**config.mk**
```make
export PLATFORM = sky130hd
export DESIGN_NAME = hz_unit
export DESIGN_NICKNAME = d
export VERILOG_FILES = /design/src/rtl/hz_pkg.sv /design/src/rtl/hz_fwd_sel.sv /design/src/rtl/hz_stall_detect.sv /design/src/rtl/hz_ctrl.sv /design/src/rtl/hz_unit.sv
export SDC_FILE = /design/constraint.sdc
export NUM_CORES = 1
export LEC_CHECK = 0
export ABC_CLOCK_PERIOD_IN_PS = 4700
export BUFFER_PORTS_ARGS = -buffer_cell sky130_fd_sc_hd__buf_2
export CAP_MARGIN = 20
export CORE_MARGIN = 2
export CORE_UTILIZATION = 39
export DETAILED_ROUTE_END_ITERATION = 10
export GPL_TIMING_DRIVEN = 0
export PLACE_DENSITY = 0.91
export SLEW_MARGIN = 15
export SYNTH_ARGS = -nofsm -noshare
export SYNTH_HDL_FRONTEND = slang
export SYNTH_SLANG_ARGS = --single-unit
```
**constraint.sdc**
```tcl
create_clock -name vclk -period 4.7
set_clock_uncertainty 0.05 [all_clocks]
set_input_delay 0.94 -clock vclk [all_inputs]
set_output_delay 0.94 -clock vclk [all_outputs]
set_load 0.005 [all_outputs]
```
**src/rtl/hz_pkg.sv**
```systemverilog
package hz_pkg;

    typedef enum logic [1:0] {
        FWD_RF  = 2'b00,
        FWD_MEM = 2'b01,
        FWD_WB  = 2'b10
    } fwd_sel_e;

    typedef enum logic [1:0] {
        DEC_RUN      = 2'b00,
        DEC_LOAD_USE = 2'b01,
        DEC_BR_WAIT  = 2'b10,
        DEC_FLUSH    = 2'b11
    } hz_dec_e;

endpackage

```
**src/rtl/hz_fwd_sel.sv**
```systemverilog
module hz_fwd_sel #(
    parameter int REG_W       = 4,
    parameter bit MEM_LOAD_OK = 1'b1
) (
    input  logic [REG_W-1:0] src_i,
    input  logic [REG_W-1:0] mem_rd_i,
    input  logic             mem_we_i,
    input  logic             mem_is_load_i,
    input  logic [REG_W-1:0] wb_rd_i,
    input  logic             wb_we_i,
    output hz_pkg::fwd_sel_e sel_o
);
    import hz_pkg::*;

    logic mem_hit;
    logic wb_hit;

    always_comb begin
        mem_hit = mem_we_i && (mem_rd_i == src_i);
        wb_hit  = wb_we_i && (wb_rd_i == src_i);
        if (mem_hit) begin
            // the younger producer shadows write-back even when its data is late
            sel_o = (MEM_LOAD_OK || !mem_is_load_i) ? FWD_MEM : FWD_RF;
        end else if (wb_hit) begin
            sel_o = FWD_WB;
        end else begin
            sel_o = FWD_RF;
        end
    end

    always_comb begin
        if (sel_o == FWD_WB) begin
            a_r2_mem_shadows_wb: assert (!(mem_we_i && (mem_rd_i == src_i)));
        end
        if (!mem_we_i && !wb_we_i) begin
            a_r3_idle_no_bypass: assert (sel_o == FWD_RF);
        end
    end

endmodule

```
**src/rtl/hz_stall_detect.sv**
```systemverilog
module hz_stall_detect #(
    parameter int REG_W   = 4,
    parameter int NUM_SRC = 2
) (
    input  logic [REG_W-1:0]   id_src_i [NUM_SRC],
    input  logic [NUM_SRC-1:0] id_use_i,
    input  logic               id_is_branch_i,
    input  logic [REG_W-1:0]   ex_rd_i,
    input  logic               ex_we_i,
    input  logic               ex_is_load_i,
    input  logic [REG_W-1:0]   mem_rd_i,
    input  logic               mem_we_i,
    input  logic               mem_is_load_i,
    output logic               load_use_o,
    output logic               br_wait_o
);

    logic [NUM_SRC-1:0] ex_hit;
    logic [NUM_SRC-1:0] mem_load_hit;

    for (genvar g = 0; g < NUM_SRC; g++) begin : g_src
        assign ex_hit[g]       = id_use_i[g] && ex_we_i && (ex_rd_i == id_src_i[g]);
        assign mem_load_hit[g] = id_use_i[g] && mem_we_i && mem_is_load_i
                                 && (mem_rd_i == id_src_i[g]);
    end

    assign load_use_o = ex_is_load_i && (|ex_hit);
    assign br_wait_o  = id_is_branch_i && ((|ex_hit) || (|mem_load_hit));

    always_comb begin
        if (id_use_i == '0) begin
            a_r5_unused_no_stall: assert (!load_use_o && !br_wait_o);
        end
    end

endmodule

```
**src/rtl/hz_ctrl.sv**
```systemverilog
module hz_ctrl (
    input  logic load_use_i,
    input  logic br_wait_i,
    input  logic is_branch_i,
    input  logic br_taken_i,
    output logic hold_o,
    output logic bubble_o,
    output logic flush_o
);
    import hz_pkg::*;

    hz_dec_e dec;

    always_comb begin
        if (load_use_i) begin
            dec = DEC_LOAD_USE;
        end else if (br_wait_i) begin
            dec = DEC_BR_WAIT;
        end else if (is_branch_i && br_taken_i) begin
            dec = DEC_FLUSH;
        end else begin
            dec = DEC_RUN;
        end
    end

    always_comb begin
        unique case (dec)
            DEC_LOAD_USE, DEC_BR_WAIT: begin
                hold_o   = 1'b1;
                bubble_o = 1'b1;
                flush_o  = 1'b0;
            end
            DEC_FLUSH: begin
                hold_o   = 1'b0;
                bubble_o = 1'b0;
                flush_o  = 1'b1;
            end
            default: begin
                hold_o   = 1'b0;
                bubble_o = 1'b0;
                flush_o  = 1'b0;
            end
        endcase
    end

    always_comb begin
        a_r10_flush_excl_hold: assert (!(flush_o && hold_o));
        if (load_use_i || br_wait_i) begin
            a_r4_stall_gives_bubble: assert (hold_o && bubble_o);
        end
    end

endmodule

```
**src/rtl/hz_unit.sv**
```systemverilog
module hz_unit #(
    parameter int REG_W = 4
) (
    input  logic [REG_W-1:0] id_rs_a,
    input  logic [REG_W-1:0] id_rs_b,
    input  logic             id_use_a,
    input  logic             id_use_b,
    input  logic             id_is_branch,
    input  logic             id_br_taken,
    input  logic [REG_W-1:0] ex_rs_a,
    input  logic [REG_W-1:0] ex_rs_b,
    input  logic [REG_W-1:0] ex_rd,
    input  logic             ex_we,
    input  logic             ex_is_load,
    input  logic [REG_W-1:0] mem_rd,
    input  logic             mem_we,
    input  logic             mem_is_load,
    input  logic [REG_W-1:0] wb_rd,
    input  logic             wb_we,
    output logic [1:0]       fwd_ex_a,
    output logic [1:0]       fwd_ex_b,
    output logic [1:0]       fwd_id_a,
    output logic [1:0]       fwd_id_b,
    output logic             front_hold,
    output logic             idex_bubble,
    output logic             ifid_flush
);
    import hz_pkg::*;

    localparam int NUM_SRC = 2;
    localparam int NUM_OPS = 2 * NUM_SRC;

    logic [REG_W-1:0] op_src [NUM_OPS];
    fwd_sel_e         op_sel [NUM_OPS];
    logic [REG_W-1:0] id_src [NUM_SRC];
    logic             load_use;
    logic             br_wait;

    assign op_src[0] = ex_rs_a;
    assign op_src[1] = ex_rs_b;
    assign op_src[2] = id_rs_a;
    assign op_src[3] = id_rs_b;
    assign id_src[0] = id_rs_a;
    assign id_src[1] = id_rs_b;

    // execute operands may take a memory-stage load; decode operands may not
    for (genvar g = 0; g < NUM_OPS; g++) begin : g_op
        hz_fwd_sel #(
            .REG_W       (REG_W),
            .MEM_LOAD_OK (g < NUM_SRC)
        ) u_sel (
            .src_i         (op_src[g]),
            .mem_rd_i      (mem_rd),
            .mem_we_i      (mem_we),
            .mem_is_load_i (mem_is_load),
            .wb_rd_i       (wb_rd),
            .wb_we_i       (wb_we),
            .sel_o         (op_sel[g])
        );
    end

    assign fwd_ex_a = op_sel[0];
    assign fwd_ex_b = op_sel[1];
    assign fwd_id_a = op_sel[2];
    assign fwd_id_b = op_sel[3];

    hz_stall_detect #(
        .REG_W   (REG_W),
        .NUM_SRC (NUM_SRC)
    ) u_detect (
        .id_src_i       (id_src),
        .id_use_i       ({id_use_b, id_use_a}),
        .id_is_branch_i (id_is_branch),
        .ex_rd_i        (ex_rd),
        .ex_we_i        (ex_we),
        .ex_is_load_i   (ex_is_load),
        .mem_rd_i       (mem_rd),
        .mem_we_i       (mem_we),
        .mem_is_load_i  (mem_is_load),
        .load_use_o     (load_use),
        .br_wait_o      (br_wait)
    );

    hz_ctrl u_ctrl (
        .load_use_i  (load_use),
        .br_wait_i   (br_wait),
        .is_branch_i (id_is_branch),
        .br_taken_i  (id_br_taken),
        .hold_o      (front_hold),
        .bubble_o    (idex_bubble),
        .flush_o     (ifid_flush)
    );

    always_comb begin
        a_r11_flush_needs_branch: assert (!ifid_flush || id_is_branch);
        if (fwd_ex_a == 2'b01) begin
            a_r3_mem_fwd_needs_we: assert (mem_we);
        end
        if (fwd_id_a == 2'b01) begin
            a_r6_id_fwd_not_load: assert (!mem_is_load);
        end
        if (ex_is_load && ex_we && id_use_a && (ex_rd == id_rs_a)) begin
            a_r4_load_use_holds: assert (front_hold && !ifid_flush);
        end
    end

endmodule

```
=== Yosys cells after proc, flatten, opt, wreduce, memory -nomap -nowiden ===
Cells that the tools add are included.

* Register bits after elaboration: 0
* Input bits: 37

* Equality and inequality tests: 13
* Mux-type cells: 14
* Reduce and logical (&&, ||, !) cells: 25

{| class="wikitable"
|+ Operators by type and width
! operator !! number
|-
| $eq A4 B4 Y1 || 10
|-
| $mux W2 || 11
|-
| $logic_and A1 B1 Y1 || 21
|-
| $reduce_or A2 Y1 || 3
|-
| $eq A2 B2 Y1 const B || 2
|-
| $mux W1 || 3
|-
| $eq A2 B1 Y1 const B || 1
|-
| $logic_or A1 B1 Y1 || 1
|}

=== Longest topological paths before layout ===
Gate-level depths: netlist (run 1).

* Word-level depth: 11
* Depth in mapped cells: 7
* Gate-level depth less buffers: 6

=== Hierarchy ===
A second synthesis (run 1) with hierarchy kept.

* Cell total of the unflattened synthesis: 89
* Area, all modules: 673.1 um^2

{| class="wikitable"
|+ By module, submodules not included
! module !! area an instance (um^2) !! instances !! sequential area each (um^2) !! cells an instance
|-
| hz_fwd_sel at g_op[0].u_sel ... || 122.6 || 2 || 0.0 || 17
|-
| hz_stall_detect || 206.4 || 1 || 0.0 || 26
|-
| hz_fwd_sel at g_op[2].u_sel ... || 97.6 || 2 || 0.0 || 13
|-
| hz_ctrl || 26.3 || 1 || 0.0 || 3
|}

=== Least setup slack after synthesis (run 1) ===
No wires, ideal clock.

* Path kind: input to output
* Start: in mem_is_load
* End: out idex_bubble
* Buffers on the path: 1
* Stages on the path: 6
* Data arrival time: 2.340 ns
* Path slack: 1.370 ns
* Path through: and3_2 a22o_1 or4_1 and3_1 ha_1 buf_4

* Longest elaborated chain between the ends: 10

{| class="wikitable"
|+ RTL lines
! item !! RTL line !! text
|-
| from (decl) || hz_unit.sv:17 || <nowiki>input logic mem_is_load,</nowiki>
|-
| $logic_and A1 B1 Y1 || hz_stall_detect.sv:23 || <nowiki>assign mem_load_hit[g] = id_use_i[g] && mem_we_i && mem_is_load_i</nowiki>
|-
| $logic_and A1 B1 Y1 || hz_stall_detect.sv:24 || <nowiki>&& (mem_rd_i == id_src_i[g]);</nowiki>
|-
| $reduce_or A2 Y1 (*) || hz_stall_detect.sv:28 || <nowiki>assign br_wait_o = id_is_branch_i && ((|ex_hit) || (|mem_load_hit));</nowiki>
|-
| $logic_or A1 B1 Y1 (*) || hz_stall_detect.sv:28 ||
|-
| $logic_and A1 B1 Y1 (*) || hz_stall_detect.sv:28 ||
|-
| $mux W2 (*) || hz_ctrl.sv:17 || <nowiki>end else if (br_wait_i) begin</nowiki>
|-
| $mux W2 (*) || hz_ctrl.sv:15 || <nowiki>if (load_use_i) begin</nowiki>
|-
| $eq A2 B1 Y1 / $eq A2 B2 Y1 (equally long branches) || -- ||
|-
| $reduce_or A2 Y1 (*) || -- ||
|-
| $mux W1 (*) || -- ||
|-
| to (decl) || hz_unit.sv:25 || <nowiki>output logic idex_bubble,</nowiki>
|}

Mark *: on every way between the ends. The rest lies on a longest branch, timed or not.

=== Final worst setup path (run 1) ===
* Start: in mem_rd[2]
* End: out idex_bubble

* Longest elaborated chain between the ends: 10

{| class="wikitable"
|+ RTL lines
! item !! RTL line !! text
|-
| from (decl) || hz_unit.sv:15 || <nowiki>input logic [REG_W-1:0] mem_rd,</nowiki>
|-
| $eq A4 B4 Y1 || hz_stall_detect.sv:24 ||
|-
| $logic_and A1 B1 Y1 || hz_stall_detect.sv:24 ||
|-
| $reduce_or A2 Y1 (*) || hz_stall_detect.sv:28 ||
|-
| $logic_or A1 B1 Y1 (*) || hz_stall_detect.sv:28 ||
|-
| $logic_and A1 B1 Y1 (*) || hz_stall_detect.sv:28 ||
|-
| $mux W2 (*) || hz_ctrl.sv:17 ||
|-
| $mux W2 (*) || hz_ctrl.sv:15 ||
|-
| $eq A2 B1 Y1 / $eq A2 B2 Y1 (equally long branches) || hz_ctrl.sv:27 || <nowiki>unique case (dec)</nowiki>
|-
| $reduce_or A2 Y1 (*) || hz_ctrl.sv:27 ||
|-
| $mux W1 (*) || hz_ctrl.sv:27 ||
|}

Marked as above.

==> results of run 1 <==
[power groups by stage]
stage	logic (µW)	registers (µW)	clock network (µW)
2_1_floorplan	35.2	0	0
3_3_place_gp	68.5	0	0
3_5_place_dp	71.5	0	0
4_1_cts	71.8	0	0
5_1_grt	79.5	0	0
6_report	71.0	0	0
[cells in the final DEF (no fill, tap or decap), drive strengths merged]
cell type / netlist / layout
xnor2: 8 / 8
nand2: 5 / 5
nor4: 6 / 6
and4: 2 / 2
buf: 3 / 50
nor3: 4 / 4
or4: 1 / 1
xor2: 32 / 32
nor2: 4 / 4
o21ai: 1 / 1
clkbuf: 1 / 1
a22o: 1 / 1
ha: 1 / 1
o41ai: 1 / 1
nand3: 4 / 4
and3: 3 / 3
[kinds of logic (layout without fill, tap and decap cells)]
| family | after synthesis | after routing | synth area share [%] |
|---|---|---|---|
| AO/OA/AOI/OAI | 3 | 3 | 3.96 |
| XOR/XNOR | 40 | 40 | 61.7 |
| AND/OR/NAND/NOR | 29 | 29 | 27.5 |
| buffers and inverters | 4 | 51 | 4.62 |
| adder cells (fa/ha/maj) | 1 | 1 | 2.20 |
[path summary, 6_finish.rpt]
path              slack, ns  cells past startpoint          end        start
setup / recovery       1.03                      9  idex_bubble    mem_rd[2]
hold / removal         2.10                      3  fwd_id_a[0]  mem_is_load
[layout make-up]
type                       instances  area (µm²)
fill                             135         512
timing repair buffer              47         235
tap                               15        18.8
multi-input combinational         73         542
buffer                             4        26.3
[cells in the mapped netlist (all sizes together)]
master  instances  area share (%)
o21ai           1            0.88
xor2           32              49
nand3           4             3.5
nor3            4             3.5
xnor2           8              12
clkbuf          1            0.66
o41ai           1             1.5
buf             3             4.0
ha              1             2.2
and3            3             3.5
or4             1             1.3
a22o            1             1.5
nand2           5             3.3
nor4            6             6.6
nor2            4             2.6
and4            2             3.1
[per-layer routing]
| metal | wire (µm) | global-route usage, % |
|---|---|---|
| met4 | 15 | 2.50 |
| met3 | 134 | 2.16 |
| met1 | 597 | 19.5 |
| met5 | 0 | 0 |
| met2 | 870 | 39.7 |
[through the flow]
step / setup WS [ns] / hold WS [ns] / instance area, µm² / util (%)
after detailed placement: 1.04 / 2.10 / 822 / 61.6
final: 1.03 / 2.10 / 822 / 61.6
after global routing: 0.884 / 2.12 / 822 / 61.6
after global placement: 1.06 / 2.09 / 822 / 61.6
after floorplan: 1.37 / 1.86 / 568 / -
after CTS: 1.03 / 2.10 / 822 / 61.6
==> impl_metrics.json, run 1 <==
{
  "nClkBuffers": 0,
  "period_needed_ns": 3.67,
  "gp_congestion": 0.773,
  "vias": 705,
  "ctsResizeCount": 0,
  "core_mm2": 0.00133,
  "drc": 0,
  "setup_viol": 0,
  "wl_per_cell_um": 11.6,
  "p_int_uw": 35.9,
  "track_usage_pct": 18.8,
  "initial_utilization_pct": 42.6,
  "tns_ns": 0,
  "cpPeakStageDelay_ns": 0.38,
  "die_h_um": 42.2,
  "grt_max_degree": 7,
  "path_buf_inv": 3,
  "hp-class": "in -> out",
  "dieArea_mm2": 0.00178,
  "seq_cell_count": 0,
  "min_period_over_period_pct": 78.0,
  "grt_pass1_wl_mm": 2.78,
  "layout.cells.non_filler": 139,
  "crit_fanout": 4,
  "syn_avg_cell_area_um2": 7.38,
  "row_count": 13,
  "ys_seq_area_share_pct": 0,
  "num_antenna_cells": 0,
  "p_comb_share_pct": 100.0,
  "total_power_uw": 71.0,
  "power_density_mw_per_mm2": 86.4,
  "detail_route.wirelength_mm": 1.62,
  "port_buffers": 47,
  "regArea_um2": 0,
  "peakVddDrop_v": 0.0000414,
  "fmax_mhz": 273,
  "ant_nets": 0,
  "critPathLaunchType": "input pin",
  "drive_above_1_share_pct": 41.1,
  "critical_path_class": "in -> out",
  "seq_power_share_pct": 0,
  "cap_violations": 0,
  "clockPowerShare_pct": 0,
  "crit_required_ns": 3.71,
  "ys_types": 17,
  "p_switching_uw": 35.1,
  "hold_viol_final": 0,
  "cp_cell_sequence": "buf_2, xor2_1, nor4_1, a22o_1, or4_1, and3_1, ha_1, buf_4, buf_2",
  "cpMostUsedCell": "buf_2",
  "grt_pass1_vias": 725,
  "die_w_um": 42.2,
  "worstPathArrival_ns": 2.68,
  "first_iter_violations": 5,
  "crit_slowest_cell": "or4_1",
  "relSlewSlack_pct": 72.5,
  "post_drt_via_cell_ratio": 5.07,
  "p_leak_uw": 0.000441,
  "numPlacedInstances": 139,
  "syn_area_um2": 568,
  "syn_inst": 77,
  "status": "finished, final reports clean",
  "syn2layout_area_growth_pct": 44.7,
  "syn_nets": 115,
  "rsz0062_at_grt": "false",
  "grt-ovfl-total": 0,
  "num_io_pins": 48,
  "dp_hpwl_mm": 1.52,
  "ys_warn_count": 0,
  "end_kind": "output port",
  "fin_nets": 164,
  "cp_top_family": "simple AND/OR/NAND/NOR gates",
  "netSwitchingFraction_pct": 49.4,
  "antenna_found_initial": 0,
  "finalMaxSlewViolations": 0,
  "post-cts-setup-buffers": 0,
  "dr.pass1.iters": 5,
  "worst_pin_slew_ns": 0.409,
  "cts.hold.buffers_added": 0
}
Note: power is estimated with default switching activity, not from simulation.
==> run 2, diff against run 1 <==
Settings changed: ABC_CLOCK_PERIOD_IN_PS 4700 to 3320, CORE_UTILIZATION 39 to 37.
Clock period 4.7 ns to 3.32 ns, I/O delays scaled along.
==> impl_metrics.json, run 2 (synthesized netlist as in run 1, its figures left out) <==
{
  "status": "finished, final reports clean",
  "grt_pass1_wl_mm": 2.62,
  "dp_hpwl_mm": 1.48,
  "worst_pin_slew_ns": 0.420,
  "tns_ns": 0,
  "post-cts-setup-buffers": 0,
  "fmax_mhz": 320,
  "fin_nets": 164,
  "grt_util_met1_pct": 18.2,
  "antenna_found_initial": 0,
  "row_count": 14,
  "first_iter_violations": 9,
  "cts.hold.buffers_added": 0,
  "setup_viol": 0,
  "layout_commonest_cell": "buf_2",
  "die_h_um": 43.2,
  "layout_common_cells": "47 x buf_2, 32 x xor2_1, 8 x xnor2_1",
  "num_io_pins": 48,
  "ctsResizeCount": 0,
  "detail_route.wirelength_mm": 1.60,
  "regArea_um2": 0,
  "post_drt_via_cell_ratio": 5.16,
  "dieArea_mm2": 0.00186,
  "hold_viol_final": 0,
  "period_needed_ns": 3.12,
  "port_buffers": 47,
  "seq_cell_count": 0,
  "crit_fanout": 4,
  "drc": 0,
  "relSlewSlack_pct": 71.7,
  "critical_path_class": "in -> out",
  "pre_cts_ws_ns": 0.206,
  "track_usage_pct": 17.2,
  "initial_utilization_pct": 38.6,
  "critPathLaunchType": "input pin",
  "crit_start": "mem_rd[2]",
  "cap_violations": 0,
  "drive_above_1_share_pct": 41.1,
  "finalMaxSlewViolations": 0,
  "peakVddDrop_v": 0.0000494,
  "vias": 723,
  "crit_required_ns": 2.61,
  "grt_max_degree": 7,
  "core_mm2": 0.00147,
  "nClkBuffers": 0,
  "die_w_um": 43.2,
  "grt-ovfl-total": 0,
  "wl_per_cell_um": 11.4,
  "hold_start": "mem_is_load",
  "end_kind": "output port",
  "p_leak_uw": 0.000441,
  "grt_pass1_vias": 725,
  "min_period_over_period_pct": 94.1,
  "power_density_mw_per_mm2": 122,
  "grt.busiest_layer": "met2",
  "ant_nets": 0,
  "syn2layout_area_growth_pct": 44.9,
  "grt_use_met3_pct": 1.28,
  "hp-class": "in -> out",
  "gp_congestion": 0.789,
  "worstPathArrival_ns": 2.41,
  "rsz0062_at_grt": "false",
  "use_met2_pct": 36.1,
  "cp-endpoint": "idex_bubble",
  "dr.pass1.iters": 2,
  "worst_slack_ns": 0.195,
  "num_antenna_cells": 0
}
[run 2: cell counts in the layout (fill, tap and decap cells not counted)]
No cell type changed its count.
[run 2: area by class of cell]
type | instances | area (µm²)
Timing Repair Buffer | 47 | 235
Fill cell | 151 | 648
Tap cell | 16 | 20.0
Multi-Input combinational cell | 73 | 542
Buffer | 4 | 26.3
[run 2: per-stage QoR]
step | hold WS, ns | total power, µW | util, % | instance area (µm²) | std cells
global route | 1.56 | 110 | 56.0 | 823 | 140
global placement | 1.54 | 97.1 | 56.0 | 823 | 140
finish | 1.55 | 100 | 56.0 | 823 | 140
CTS | 1.55 | 101 | 56.0 | 823 | 140
floorplan | 1.31 | 49.8 | - | 568 | 77
detailed placement | 1.55 | 101 | 56.0 | 823 | 140
[run 2: routing by layer]
layer	routed length, µm	vias up	share of wire (%)
li1	-	359	-
met1	612	335	38
met2	861	29	54
met3	124	0	7.8
met4	0	0	0
met5	0	-	0
[run 2: critical path: stages]
cell	delay [ns]
buf_2	0.14
xor2_1	0.18
nor4_1	0.09
a22o_1	0.22
or4_1	0.39
and3_1	0.19
ha_1	0.28
buf_4	0.13
buf_2	0.11
[run 2: worst min path at each step]
stage,to,cells after the start,slack [ns]
after global routing,fwd_id_b[0],3,1.56
after floorplan,fwd_id_a[0],1,1.31
after global placement,fwd_id_a[0],3,1.54
final,fwd_id_b[0],3,1.55
after detailed placement,fwd_id_b[0],3,1.55
after CTS,fwd_id_b[0],3,1.55
[run 2: power breakdown]
group | total, µW | switching (µW) | internal (µW)
clock | 0 | 0 | 0
combinational | 100 | 49.4 | 50.8
sequential | 0 | 0 | 0
total | 100 | 49.4 | 50.8
==> run 3, diff against run 2 <==
Settings changed: ABC_CLOCK_PERIOD_IN_PS 3320 to 2800.
Clock period 3.32 ns to 2.8 ns, I/O delays scaled along.
==> impl_metrics.json, run 3 (synthesized netlist as in run 1, its figures left out) <==
{
  "setup_viol": 1,
  "port_buffers": 47,
  "crit_slowest_cell": "or4_1",
  "relSlewSlack_pct": 71.9,
  "crit_required_ns": 2.19,
  "dp_hpwl_mm": 1.48,
  "hp-class": "in -> out",
  "min_period_over_period_pct": 101,
  "grt_pass1_vias": 728,
  "regArea_um2": 0,
  "crit_fanout": 3,
  "p_leak_uw": 0.000457,
  "violations": "setup timing",
  "cts.hold.buffers_added": 0,
  "grt_max_degree": 7,
  "dr.pass1.iters": 3,
  "pre_cts_ws_ns": -0.106,
  "cpMostUsedCell": "buf_2",
  "post-cts-setup-buffers": 0,
  "peakVddDrop_v": 0.0000657,
  "syn2layout_area_growth_pct": 59.3,
  "antenna_found_initial": 0,
  "detail_route.wirelength_mm": 1.71,
  "seq_cell_count": 0,
  "cap_violations": 0,
  "end_kind": "output port",
  "num_io_pins": 48,
  "status": "complete, but fails checks",
  "drive_above_1_share_pct": 47.6,
  "track_usage_pct": 17.7,
  "grt-ovfl-total": 0,
  "tns_ns": -0.0348,
  "multiInputGateArea_um2": 598,
  "die_w_um": 43.2,
  "first_iter_violations": 4,
  "finalMaxSlewViolations": 0,
  "fin_nets": 164,
  "power_density_mw_per_mm2": 146,
  "row_count": 14,
  "rsz0062_at_grt": "true",
  "fillers": 143,
  "grt_pass1_wl_mm": 2.69,
  "critical_path_class": "in -> out",
  "initial_utilization_pct": 38.6,
  "gp_congestion": 0.789,
  "cp_cell_sequence": "buf_2, xor2_1, nor4_2, or4_1, and3_1, ha_1, buf_4, buf_2",
  "ant_nets": 0,
  "worst_slack_ns": -0.0348,
  "layout_common_cells": "40 x buf_2, 27 x xor2_1, 8 x xnor2_1, 8 x buf_4",
  "hold_viol_final": 0,
  "layout_commonest_cell": "buf_2",
  "num_antenna_cells": 0,
  "critPathLaunchType": "input pin",
  "fmax_mhz": 353,
  "die_h_um": 43.2,
  "drc": 0,
  "period_needed_ns": 2.83,
  "core_mm2": 0.00147,
  "wl_per_cell_um": 12.2,
  "worstPathArrival_ns": 2.22,
  "dieArea_mm2": 0.00186,
  "post_drt_via_cell_ratio": 5.02,
  "nClkBuffers": 0,
  "worst_pin_slew_ns": 0.417,
  "cpPeakStageDelay_ns": 0.50,
  "vias": 703
}
[run 3: changes by cell type in the layout (fill, tap and decap cells not counted)]
cell,change
buf_2,-7
nor4_1,-3
nor4_2,+3
xor2_2,+5
buf_4,+5
xor2_1,-5
buf_6,+2
[run 3: worst max-delay path: cells and delay by family]
kind	cells	cell delay, ns
and+or+nand+nor	3	0.76
xor gates and xnor gates	1	0.25
adders and majority gates	1	0.28
buffers and inverters	3	0.37
[run 3: report_power, final]
part           total (µW)  switching, µW  internal (µW)
sequential              0              0              0
combinational         132           64.6           67.1
clock                   0              0              0
[run 3: layout make-up]
cell class | count | area share, %
buffer | 4 | 2.90
multi-input combinational | 73 | 66.1
tap | 16 | 2.21
timing repair buffer | 47 | 28.8
[run 3: repair_timing]
item / CTS / global route
pin swaps: 7 / 3
gates resized for setup: 10 / 8
endpoints found under the setup margin: 2 / 2
[run 3: worst paths after layout]
path                   startpoint          end  slack, ns  cells past startpoint
worst max-delay path   id_rs_b[1]  idex_bubble      -0.03                      8
worst min-delay path  mem_is_load  fwd_id_b[0]       1.34                      3
[run 3: metal layers]
layer / track usage, % / vias up / part of all wire [%]
li1: - / 354 / -
met1: 19.1 / 322 / 38
met2: 35.5 / 27 / 55
met3: 2.13 / 0 / 6.8
met4: 3.64 / 0 / 0
met5: 0 / - / 0
[run 3: metrics by stage]
stage	instance area, µm²	util [%]	hold WS [ns]	total power, µW	instances
5_1_grt	905	61.5	1.35	144	140
3_3_place_gp	823	56.0	1.33	115	140
2_1_floorplan	568	-	1.10	59.0	77
6_report	905	61.5	1.34	132	140
4_1_cts	872	59.3	1.34	127	140
3_5_place_dp	823	56.0	1.34	119	140
